$ cat config.mk
export PLATFORM = sky130hd
export DESIGN_NAME = pwr_mode_ctrl
export DESIGN_NICKNAME = d
export VERILOG_FILES = /design/src/rtl/pmc_pkg.sv /design/src/rtl/pmc_pin_sync.sv /design/src/rtl/pmc_hold_timer.sv /design/src/rtl/pmc_mode_ctrl.sv /design/src/rtl/pmc_clk_gate.sv /design/src/rtl/pwr_mode_ctrl.sv
export SDC_FILE = /design/constraint.sdc
export NUM_CORES = 1
export LEC_CHECK = 0
export BUFFER_PORTS_ARGS = -buffer_cell sky130_fd_sc_hd__buf_4
export CAP_MARGIN = 10
export CORE_MARGIN = 3
export CORE_UTILIZATION = 40
export DETAILED_ROUTE_END_ITERATION = 6
export PLACE_DENSITY_LB_ADDON = 0.08
export SKIP_CTS_REPAIR_TIMING = 1
export SLEW_MARGIN = 15
export SYNTH_ARGS = -nofsm -noshare
export SYNTH_HDL_FRONTEND = slang
export SYNTH_SLANG_ARGS = --single-unit
$ cat constraint.sdc
create_clock -name clk_osc -period 1.46 [get_ports clk_osc]
set_clock_uncertainty 0.05 [all_clocks]
set_input_delay 0.073 -clock clk_osc [delete_from_list [all_inputs] [get_ports clk_osc]]
set_output_delay 0.073 -clock clk_osc [all_outputs]
set_load 0.005 [all_outputs]
$ cat src/rtl/pmc_pkg.sv
`timescale 1ns/1ps
package pmc_pkg;
  localparam int unsigned MODE_W   = 2;
  localparam int unsigned IDLE_POS = 0;
  localparam int unsigned PDN_POS  = 1;

  typedef struct packed {
    logic pdn;
    logic idle;
  } pm_bits_t;

  typedef struct packed {
    logic cpu_en;
    logic per_en;
    logic hold;
    logic ale;
    logic psen;
  } pm_out_t;

  localparam pm_out_t PM_OUT_RESET = '{cpu_en: 1'b1, per_en: 1'b1, hold: 1'b0,
                                       ale: 1'b1, psen: 1'b1};
endpackage

$ cat src/rtl/pmc_pin_sync.sv
`timescale 1ns/1ps
module pmc_pin_sync #(
  parameter int unsigned N      = 2,
  parameter int unsigned STAGES = 2
) (
  input  logic         clk,
  input  logic         rst,
  input  logic [N-1:0] pin_n,
  output logic [N-1:0] pin_low,
  output logic [N-1:0] pin_fall
);
  logic [N-1:0] stg [STAGES];
  logic [N-1:0] last_q;

  always_ff @(posedge clk) begin
    if (rst) begin
      for (int s = 0; s < STAGES; s++) stg[s] <= '1;
      last_q <= '1;
    end else begin
      stg[0] <= pin_n;
      for (int s = 1; s < STAGES; s++) stg[s] <= stg[s-1];
      last_q <= stg[STAGES-1];
    end
  end

  assign pin_low  = ~stg[STAGES-1];
  assign pin_fall = last_q & ~stg[STAGES-1];
endmodule

$ cat src/rtl/pmc_hold_timer.sv
`timescale 1ns/1ps
module pmc_hold_timer #(
  parameter int unsigned HOLD = 1024
) (
  input  logic clk,
  input  logic rst,
  input  logic arm,
  input  logic pin_low,
  output logic release_ok
);
  localparam int unsigned CW = $clog2(HOLD + 1);
  localparam logic [CW-1:0] LIMIT = CW'(HOLD);

  logic [CW-1:0] cnt_q;

  // counts synchronized low samples; any high sample or disarm restarts it
  always_ff @(posedge clk) begin
    if (rst || !arm || !pin_low) cnt_q <= '0;
    else if (cnt_q != LIMIT)     cnt_q <= cnt_q + 1'b1;
  end

  assign release_ok = arm && !pin_low && (cnt_q == LIMIT);
endmodule

$ cat src/rtl/pmc_mode_ctrl.sv
`timescale 1ns/1ps
module pmc_mode_ctrl
  import pmc_pkg::*;
#(
  parameter int unsigned N_IRQ = 4,
  parameter int unsigned N_EXT = 2
) (
  input  logic              clk,
  input  logic              rst,
  input  logic              wr_en,
  input  logic [MODE_W-1:0] wr_mode,
  input  logic [N_IRQ-1:0]  irq_req,
  input  logic [N_EXT-1:0]  ext_idle_hit,
  input  logic [N_EXT-1:0]  pd_release,
  output pm_bits_t          mode,
  output logic              wake_pulse
);
  logic idle_exit, pd_exit, req_pd, req_idle;

  always_comb begin
    idle_exit = mode.idle && ((|irq_req) || (|ext_idle_hit));
    pd_exit   = mode.pdn && (|pd_release);
    req_pd    = wr_en && wr_mode[PDN_POS];
    req_idle  = wr_en && wr_mode[IDLE_POS];
  end

  always_ff @(posedge clk) begin
    if (rst) begin
      mode       <= '0;
      wake_pulse <= 1'b0;
    end else begin
      wake_pulse <= 1'b0;
      if (mode.pdn) begin
        if (pd_exit) begin
          mode.pdn   <= 1'b0;
          wake_pulse <= 1'b1;
        end
      end else if (mode.idle) begin
        if (idle_exit) begin
          mode.idle  <= 1'b0;
          wake_pulse <= 1'b1;
        end
      end else if (req_pd) begin
        mode.pdn <= 1'b1;
      end else if (req_idle) begin
        mode.idle <= 1'b1;
      end
    end
  end
endmodule

$ cat src/rtl/pmc_clk_gate.sv
`timescale 1ns/1ps
module pmc_clk_gate
  import pmc_pkg::*;
#(
  parameter bit FALL_EDGE_GATE = 1'b1
) (
  input  logic     clk,
  input  logic     rst,
  input  pm_bits_t mode,
  output logic     cpu_clk_en,
  output logic     per_clk_en,
  output logic     strobe_hold,
  output logic     ale_level,
  output logic     psen_level
);
  pm_out_t nxt, stage_q;
  logic    asleep;

  always_comb begin
    asleep     = mode.idle || mode.pdn;
    nxt.cpu_en = !asleep;
    nxt.per_en = !mode.pdn;
    nxt.hold   = asleep;
    nxt.ale    = !mode.pdn;
    nxt.psen   = !mode.pdn;
  end

  always_ff @(posedge clk) begin
    if (rst) stage_q <= PM_OUT_RESET;
    else     stage_q <= nxt;
  end

  generate
    if (FALL_EDGE_GATE) begin : g_fall
      logic cpu_q, per_q;
      always_ff @(negedge clk) begin
        if (rst) begin
          cpu_q <= 1'b1;
          per_q <= 1'b1;
        end else begin
          cpu_q <= stage_q.cpu_en;
          per_q <= stage_q.per_en;
        end
      end
      assign cpu_clk_en = cpu_q;
      assign per_clk_en = per_q;
    end else begin : g_rise
      assign cpu_clk_en = stage_q.cpu_en;
      assign per_clk_en = stage_q.per_en;
    end
  endgenerate

  assign strobe_hold = stage_q.hold;
  assign ale_level   = stage_q.ale;
  assign psen_level  = stage_q.psen;
endmodule

$ cat src/rtl/pwr_mode_ctrl.sv
`timescale 1ns/1ps
module pwr_mode_ctrl
  import pmc_pkg::*;
#(
  parameter int unsigned N_IRQ       = 4,
  parameter int unsigned N_EXT       = 2,
  parameter int unsigned HOLD_CYCLES = 1024,
  parameter int unsigned SYNC_STAGES = 2
) (
  input  logic              clk_osc,
  input  logic              rst,
  input  logic              pwr_we,
  input  logic [MODE_W-1:0] pwr_mode_wr,
  input  logic [N_IRQ-1:0]  irq_req,
  input  logic [N_EXT-1:0]  ext_pin_n,
  input  logic [N_EXT-1:0]  ext_en,
  input  logic [N_EXT-1:0]  ext_level,
  output logic              cpu_clk_en,
  output logic              per_clk_en,
  output logic              strobe_hold,
  output logic              ale_level,
  output logic              psen_level,
  output logic              wake_pulse,
  output logic              mode_idle,
  output logic              mode_pd
);
  pm_bits_t         mode;
  logic [N_EXT-1:0] pin_low, pin_fall, idle_hit, pd_arm, pd_release;

  pmc_pin_sync #(.N(N_EXT), .STAGES(SYNC_STAGES)) u_sync (
    .clk      (clk_osc),
    .rst      (rst),
    .pin_n    (ext_pin_n),
    .pin_low  (pin_low),
    .pin_fall (pin_fall)
  );

  assign idle_hit = ext_en & ((ext_level & pin_low) | (~ext_level & pin_fall));
  assign pd_arm   = {N_EXT{mode.pdn}} & ext_en & ext_level;

  generate
    for (genvar i = 0; i < N_EXT; i++) begin : g_timer
      pmc_hold_timer #(.HOLD(HOLD_CYCLES)) u_timer (
        .clk        (clk_osc),
        .rst        (rst),
        .arm        (pd_arm[i]),
        .pin_low    (pin_low[i]),
        .release_ok (pd_release[i])
      );
    end
  endgenerate

  pmc_mode_ctrl #(.N_IRQ(N_IRQ), .N_EXT(N_EXT)) u_mode (
    .clk          (clk_osc),
    .rst          (rst),
    .wr_en        (pwr_we),
    .wr_mode      (pwr_mode_wr),
    .irq_req      (irq_req),
    .ext_idle_hit (idle_hit),
    .pd_release   (pd_release),
    .mode         (mode),
    .wake_pulse   (wake_pulse)
  );

  pmc_clk_gate #(.FALL_EDGE_GATE(1'b1)) u_gate (
    .clk         (clk_osc),
    .rst         (rst),
    .mode        (mode),
    .cpu_clk_en  (cpu_clk_en),
    .per_clk_en  (per_clk_en),
    .strobe_hold (strobe_hold),
    .ale_level   (ale_level),
    .psen_level  (psen_level)
  );

  assign mode_idle = mode.idle;
  assign mode_pd   = mode.pdn;
endmodule

; ---- Word level (Yosys, flattened, before mapping)
; Memories as Yosys holds them, arrays and structs flattened.
; Index checks and enable logic that the tools add are counted.
[word_totals]
register_bits = 32
ramBits = 4
inputBits = 15
wordCells = 69
mem_count = 1
[classes]
n_addsub = 2
n_eq_ne = 4
n_mux = 17
bitwise = 11
n_reduce_logical = 23
[mem_list]
columns = name, words, width, read_ports, rd_ports_with_merged_regs, write_ports, line
row1 = u_sync.stg, 2, 2, 2, 0, 2, pmc_pin_sync.sv:12  ; logic [N-1:0] stg [STAGES];
[op_table]
columns = op, count
row1 = "11-bit by 1-bit adder with 11-bit output, second input constant", 2
row2 = "11-bit equality test, second input constant", 2
row3 = "11-bit inequality test, second input constant", 2
row4 = 1-bit two-way mux, 15
row5 = 2-bit bitwise AND, 6
row6 = 1-bit logical AND, 8
row7 = 1-bit logical NOT, 6
row8 = 1-bit logical OR, 6
row9 = 2-bit two-way mux, 2
row10 = 2-bit NOT, 2
row11 = 2-bit OR reduction, 2
row12 = 4-bit OR reduction, 1
row13 = 1-bit bitwise OR, 2
row14 = 2-bit bitwise OR, 1

; ---- Longest topological paths before layout
; Gate-level depths: netlist of the first run.
[logic_depth]
ltp_word = 11
depth_mapped = 5
mapped_depth_nobuf = 5

; ---- Hierarchy
; Synthesis of the first run repeated with hierarchy kept, for this count alone.
[unflattened]
cells_unflattened = 185
hier_area_um2 = 1660.3
[modules_own_cells]
columns = mod, instances, cells_each, area_each_um2, seq_area_each_um2
row1 = pmc_hold_timer, 2, 67, 570.5, 220.2
row2 = pmc_pin_sync, 1, 16, 177.7, 120.1
row3 = pmc_clk_gate, 1, 12, 147.6, 100.1
row4 = pmc_mode_ctrl, 1, 17, 147.6, 60.1
row5 = pwr_mode_ctrl, 1, 6, 46.3, 0.0

==> impl_metrics.json, run 1 <==
{
  "status": "finished with violations",
  "violations": "negative setup slack",
  "cts_root_buf": "clkbuf_8",
  "area_growth_pct": 34.2,
  "fin_tns_setup_ns": -0.277,
  "layout_setup_ws_ns": -0.139,
  "num_vias": 1252,
  "grt_use_total": 0.149,
  "p_leak_nw": 0.807,
  "gr-max-usage-layer": "met2",
  "fin_nets": 229,
  "worst_pin_slew_ns": 0.252,
  "grt_use_met2": 0.236,
  "synth_ff_type": "dfxtp_1",
  "grt_pass1_vias": 1175,
  "clkSlewWorstSetupHoldPaths_ns": 0.07,
  "cts_tree": "built",
  "cts-htree-levels": 2,
  "path_max_fanout": 1,
  "cp_slowest_cell": "dfxtp_2",
  "syn_nets": 180,
  "fillers": 340,
  "diodes": 0,
  "power.density_mw_per_mm2": 860,
  "first_pass_iters": 3,
  "drt-total-wl_mm": 2.97,
  "num_rows": 22,
  "worst_hold_path_type": "input pin to register",
  "die_h_um": 68.4,
  "ys_seq_area_frac": 0.463,
  "path_class": "register to primary output",
  "clock_sinks": 36,
  "max_stage_delay_ns": 0.30,
  "cp-start-kind": "register",
  "dieArea_sq_mm": 0.00468,
  "critPathBufInv": 1,
  "setup_viol": 2,
  "arrival_ns": 1.48,
  "io_pins": 23,
  "critPathLaunch": "u_gate.cpu_clk_en",
  "io_buffers": 22,
  "min_from": "rst",
  "grtUsageMet1": 0.171,
  "grt_first_pass_wirelength_mm": 5.09,
  "rsz0062_at_grt": "true",
  "avgViaCountPerCell": 4.83,
  "ys_ff_latch": 36,
  "synth_edf_count": 0,
  "antenna_found_initial": 0,
  "slew_headroom": 0.831,
  "reg2reg_from": "u_gate.stage_q[4]",
  "synthCells": 161,
  "clock_path_buffers": 2,
  "overflow": 0,
  "avgSynthCellArea_sq_um": 9.67,
  "drc": 0,
  "drv_slew": 0,
  "netlist_area_sq_mm": 0.00156,
  "ir_drop_mv": 0.652,
  "critPathTopFamily": "flip-flops",
  "synth_cell_types": 39,
  "wl_per_cell_um": 11.5,
  "place_congestion": 0.828,
  "cap_viol_max_count": 0,
  "core-area_sq_mm": 0.00372,
  "place_hpwl_mm": 2.27,
  "layout-drive-gt1-share": 0.370,
  "finalHoldViolCount": 0,
  "grt_max_degree": 13,
  "rrSetupSlack_ns": 0.04,
  "start_util": 0.419,
  "cp-end-kind": "primary output",
  "required_ns": 1.34,
  "cts_made_buffers": 5,
  "drtAntennaViolNets": 0,
  "utilization": 0.562,
  "drtIter0Drc": 37,
  "ys_async_sr_fraction": 0,
  "die_w_um": 68.4,
  "grtUsageMet3": 0.0608,
  "crit_chain": "buf_6",
  "clk-insertion-delay-late_ns": 0.28,
  "yosys_warnings": 0
}
[final timing paths]
| path | to | cells past startpoint |
|---|---|---|
| max reg2reg | u_gate.cpu_clk_en | 1 |
| min | u_sync.stg[0][3] | 2 |
| max | cpu_clk_en | 1 |
| min reg2reg | u_sync.stg[0][2] | 1 |
[layout make-up]
type / count / area, sq um / share of cell area
Clock buffer: 6 / 72.6 / 0.0347
Clock inverter: 4 / 17.5 / 0.00838
Tap cell: 48 / 60.1 / 0.0287
Inverter: 10 / 37.5 / 0.0180
Sequential cell: 36 / 728 / 0.349
Timing Repair Buffer: 45 / 353 / 0.169
Multi-Input combinational cell: 110 / 821 / 0.393
[synthesized netlist by cell type, drive strengths merged (4+ instances only)]
cell    count  area [sq um]
a21oi       4          20.0
nand3       4          20.0
dfxtp      36           721
or3         4          25.0
ha          4          50.1
nor4        4          40.0
nand4       8          65.1
nand2b      5          41.3
or2         9          56.3
inv        11          41.3
nand2       8          30.0
nor2       20          75.1
xor2        8          70.1
xnor2       8          70.1
[report_power, final]
group          switching [mW]  leakage [nW]  internal, mW
sequential            0.00938         0.292          1.00
combinational          0.0399         0.466        0.0664
clock                   0.343        0.0479         0.334
[layout by cell type, fill, tap and decap left out, drive strengths merged, types with 5 or more instances in the layout]
cell type,count
nor2,20
nand2b,5
inv,12
or2,9
nand2,8
dfxtp,36
nand4,8
clkbuf,6
xnor2,8
buf,42
xor2,8
[flip-flops by register name, summed over array words and instances (netlist names)]
| register | cells |
|---|---|
| u_gate.stage_q | 1 |
| u_sync.last_q | 2 |
| u_mode.mode | 2 |
| u_mode.wake_pulse | 1 |
| u_gate.ale_level | 1 |
| u_sync.stg | 4 |
| u_gate.per_clk_en | 1 |
| g_timer.u_timer.cnt_q | 22 |
| u_gate.cpu_clk_en | 1 |
| u_gate.strobe_hold | 1 |
[metal layers]
metal / share of wire / wire, um
met1: 0.43 / 1270
met2: 0.51 / 1530
met3: 0.035 / 104
met4: 0.021 / 63
met5: 0 / 0
[cell families (layout without fill, tap and decap cells)]
kind of cell	Yosys count	count (layout)	synth area share
mux	2	2	0.0129
simple gates	75	75	0.303
buf+inv	15	65	0.0402
compound gates	13	13	0.0587
xor+xnor	16	16	0.0900
flops	36	36	0.463
fa+ha+maj	4	4	0.0322
[through the flow]
stage	total power, mW	cells	setup slack [ns]	area (sq um)	hold slack, ns
2_1_floorplan	1.08	161	0.0183	1560	0.127
3_3_place_gp	1.14	245	0.0130	1900	0.210
3_5_place_dp	1.15	245	-0.0300	1900	0.213
4_1_cts	1.82	254	-0.156	1990	-0.0948
5_1_grt	1.90	259	-0.177	2090	0.00981
6_report	1.80	259	-0.139	2090	0.0182
Note: power is estimated with default switching activity, not from simulation.
==> run 2: changes to the inputs <==
ABC_CLOCK_PERIOD_IN_PS = 1460   (was not set)
PLACE_DENSITY_LB_ADDON = 0.15   (was 0.08)
==> impl_metrics.json, run 2 (same netlist as run 1, synthesis figures left out) <==
{
  "drtIter0Drc": 46,
  "wl_per_cell_um": 11.9,
  "clock_sinks": 36,
  "place_congestion": 0.810,
  "final_common_cell": "buf_4",
  "regMostFlops": "g_timer.u_timer.cnt_q",
  "drt-total-wl_mm": 3.04,
  "place_ws_ns": -0.00297,
  "path_max_fanout": 1,
  "max_stage_delay_ns": 0.30,
  "p_comb_frac": 0.053,
  "p_leak_nw": 0.819,
  "finalPower_mw": 1.98,
  "cts-htree-levels": 2,
  "cp-start-kind": "register",
  "crit_chain": "buf_6",
  "critPathBufInv": 1,
  "cp-end-kind": "primary output",
  "die_h_um": 68.4,
  "grt_max_degree": 13,
  "status": "finished with violations",
  "post-place-cells": 244,
  "area_growth_pct": 35.5,
  "num_vias": 1219,
  "core-area_sq_mm": 0.00372,
  "clk-insertion-delay-late_ns": 0.28,
  "critPathTopFamily": "flip-flops",
  "fillers": 331,
  "drc": 0,
  "power.internal_mw": 1.58,
  "cts_root_buf": "clkbuf_8",
  "clkSlewWorstSetupHoldPaths_ns": 0.07,
  "clock_path_buffers": 2,
  "first_pass_iters": 4,
  "path_class": "register to primary output",
  "slew_headroom": 0.815,
  "antenna_found_initial": 0,
  "regArea_sq_um": 728,
  "finalInstanceArea_sq_mm": 0.00211,
  "switching_share": 0.202,
  "utilization": 0.568,
  "largest_register_ffs": 22,
  "worst_hold_path_type": "input pin to register",
  "diodes": 0,
  "fin_nets": 226,
  "placed_cell_area_sq_mm": 0.00189,
  "overflow": 0,
  "power.density_mw_per_mm2": 939,
  "die_w_um": 68.4,
  "io_pins": 23,
  "p_seq_frac": 0.512,
  "grt_use_total": 0.138,
  "worst_pin_slew_ns": 0.277,
  "avgViaCountPerCell": 4.76,
  "drtAntennaViolNets": 0,
  "layout_setup_ws_ns": -0.138,
  "drv_slew": 0,
  "ir_drop_mv": 0.612,
  "multiInputGateArea_sq_um": 840,
  "arrival_ns": 1.47,
  "violations": "negative setup slack",
  "place_hpwl_mm": 2.27,
  "layout-drive-gt1-share": 0.370,
  "setup_viol": 2,
  "dieArea_sq_mm": 0.00468,
  "grt_first_pass_wirelength_mm": 4.73,
  "cts_made_buffers": 5,
  "io_buffers": 22,
  "cap_viol_max_count": 0,
  "top_regs": "g_timer.u_timer.cnt_q: 22 flops, u_sync.stg: 4 flops",
  "p_switching_mw": 0.400,
  "cts_tree": "built",
  "grt_pass1_vias": 1124,
  "required_ns": 1.34,
  "mostFrequentLayoutCells": "37 x buf_4, 30 x dfxtp_1, 20 x nor2_1",
  "p_clk_frac": 0.435,
  "num_rows": 22,
  "start_util": 0.419,
  "instances_no_fill": 256,
  "finalHoldViolCount": 0,
  "cp_slowest_cell": "dfxtp_2",
  "rsz0062_at_grt": "true"
}
run 2: cell count changes in the layout (fill, tap and decap cells not counted):
cell / before / now
ha_1: 4 / 2
buf_4: 40 / 37
nor3_1: 1 / 0
clkinv_1: 0 / 1
nor4_4: 1 / 2
nor4_2: 2 / 1
ha_2: 0 / 2
clkinvlp_2: 2 / 0
nor3_2: 1 / 2
bufinv_16: 0 / 1
run 2: area by class of cell:
cell class	count	area share
multi-input cells	110	0.398
clock buffers	6	0.0344
clock inverters	4	0.0196
flip-flops and latches	36	0.345
well taps	48	0.0285
repair buffers	42	0.157
inverters	10	0.0178
run 2: power by group through the flow:
| stage | Combinational (mW) | Sequential (mW) | Clock [mW] |
|---|---|---|---|
| final | 0.105 | 1.01 | 0.862 |
| after global routing | 0.117 | 1.02 | 0.941 |
| after CTS | 0.0969 | 1.01 | 0.887 |
| after detailed placement | 0.0966 | 1.04 | 0.0129 |
| after global placement | 0.0958 | 1.03 | 0.0129 |
| after floorplan | 0.0336 | 1.04 | 0.0129 |
run 2: final timing paths:
path | start | to | slack, ns | depth (start not counted)
worst max-delay path | u_gate.cpu_clk_en | cpu_clk_en | -0.14 | 1
worst min-delay path | rst | u_sync.stg[0][3] | 0.02 | 2
worst max register to register | u_gate.stage_q[4] | u_gate.cpu_clk_en | 0.05 | 1
worst min register to register | u_sync.stg[0][0] | u_sync.stg[0][2] | 0.36 | 1
run 2: metrics by stage:
step,TNS (ns),hold WS [ns]
final,-0.275,0.0191
after floorplan,0,0.127
after CTS,-0.327,-0.0838
after detailed placement,-0.00297,0.213
after global placement,0,0.210
after global routing,-0.332,0.0147
run 2: routing by layer:
metal	global-route usage	routed length (um)	vias to the layer above	share of wire
li1	-	-	644	-
met1	0.173	1430	554	0.47
met2	0.206	1450	13	0.48
met3	0.0591	106	8	0.035
met4	0.0521	55	0	0.018
met5	0	0	-	0
==> run 3: changes to the inputs <==
CORE_UTILIZATION = 55   (was 40)
==> impl_metrics.json, run 3 (same netlist as run 1, synthesis figures left out) <==
{
  "status": "finished with violations",
  "violations": "negative setup slack",
  "drtAntennaViolNets": 0,
  "path_class": "register to primary output",
  "ff2ff_path_depth": 1,
  "layout_setup_ws_ns": -0.198,
  "fin_tns_setup_ns": -0.768,
  "required_ns": 1.34,
  "cp-start-kind": "register",
  "finalInstanceArea_sq_mm": 0.00208,
  "place_ws_ns": 0.00446,
  "place_congestion": 0.826,
  "placed_cell_area_sq_mm": 0.00182,
  "clkSlewWorstSetupHoldPaths_ns": 0.11,
  "final_common_cell": "buf_4",
  "p_switching_mw": 0.395,
  "critPathTopFamily": "flip-flops",
  "die_h_um": 59.2,
  "crit_chain": "buf_6",
  "overflow": 0,
  "cap_viol_max_count": 0,
  "power.density_mw_per_mm2": 886,
  "num_vias": 1294,
  "cp_slowest_cell": "dfxtp_2",
  "drc": 0,
  "utilization": 0.801,
  "cts_root_buf": "clkbuf_4",
  "clk-insertion-delay-late_ns": 0.35,
  "antenna_found_initial": 0,
  "path_max_fanout": 1,
  "grt_use_total": 0.188,
  "worst_pin_slew_ns": 0.337,
  "io_pins": 23,
  "power.internal_mw": 1.44,
  "finalHoldViolCount": 0,
  "dieArea_sq_mm": 0.00350,
  "p_clk_frac": 0.384,
  "cts_made_buffers": 5,
  "cp-end-kind": "primary output",
  "regMostFlops": "g_timer.u_timer.cnt_q",
  "p_seq_frac": 0.551,
  "largest_register_ffs": 22,
  "drt-total-wl_mm": 3.25,
  "avgViaCountPerCell": 5.44,
  "worst_hold_path_type": "input pin to register",
  "io_buffers": 22,
  "switching_share": 0.215,
  "ir_drop_mv": 1.13,
  "p_comb_frac": 0.065,
  "mostFrequentLayoutCells": "32 x buf_4, 26 x dfxtp_1, 20 x nor2_1",
  "slew_headroom": 0.774,
  "p_leak_nw": 0.792,
  "first_pass_iters": 4,
  "grt_pass1_vias": 1192,
  "drtIter0Drc": 40,
  "die_w_um": 59.2,
  "max_stage_delay_ns": 0.31,
  "fin_nets": 226,
  "cp_num_cells": 1,
  "top_regs": "g_timer.u_timer.cnt_q: 22 flops, u_sync.stg: 4 flops",
  "place_hpwl_mm": 2.20,
  "cts_tree": "built",
  "cts-htree-levels": 2,
  "setup_viol": 13,
  "clock_path_buffers": 2,
  "clock_sinks": 36,
  "area_growth_pct": 33.4,
  "critPathBufInv": 1,
  "arrival_ns": 1.54,
  "core-area_sq_mm": 0.00259,
  "rsz0062_at_grt": "true",
  "grt_first_pass_wirelength_mm": 4.93,
  "grt_max_degree": 13,
  "drv_slew": 0,
  "hold_depth": 4,
  "start_util": 0.601,
  "wl_per_cell_um": 13.6,
  "layout-drive-gt1-share": 0.361,
  "num_rows": 18,
  "diodes": 0
}
==> run 3: cell count changes in the layout (fill, tap and decap cells not counted), sizes merged <==
cell         change
buf              -5
dlygate4sd3      +5
==> run 3: per-stage QoR <==
stage | hold slack [ns] | total power [mW] | cells
3_5_place_dp | 0.211 | 1.14 | 219
4_1_cts | -0.163 | 1.84 | 228
6_report | 0.0291 | 1.84 | 238
5_1_grt | 0.0223 | 1.92 | 238
2_1_floorplan | 0.127 | 1.08 | 161
3_3_place_gp | 0.210 | 1.14 | 219
==> run 3: final cells by class <==
type	count	area, sq um
timing repair buffer	42	343
clock inverter	4	42.5
fill	163	514
clock buffer	6	41.3
inverter	10	37.5
sequential	36	733
tap	30	37.5
multi-input combinational	110	841
==> run 3: worst paths after layout <==
| check | from | to | slack [ns] |
|---|---|---|---|
| max | u_gate.per_clk_en | per_clk_en | -0.20 |
| min | irq_req[2] | u_mode.mode[0] | 0.03 |
| max reg2reg | u_gate.stage_q[4] | u_gate.cpu_clk_en | 0.03 |
| min reg2reg | u_sync.stg[0][0] | u_sync.stg[0][2] | 0.37 |
==> run 3: per-layer routing <==
layer,GRT usage,wire length (um)
met3,0.0654,128
met4,0.107,66
met2,0.310,1710
met5,0,0
met1,0.207,1350
==> run 3: power groups by stage <==
stage / clock network [mW] / registers (mW) / logic (mW)
after floorplan: 0.0129 / 1.04 / 0.0336
after global placement: 0.0129 / 1.03 / 0.0941
after detailed placement: 0.0129 / 1.03 / 0.0972
after CTS: 0.731 / 1.01 / 0.0976
after global routing: 0.774 / 1.02 / 0.129
final: 0.706 / 1.01 / 0.119
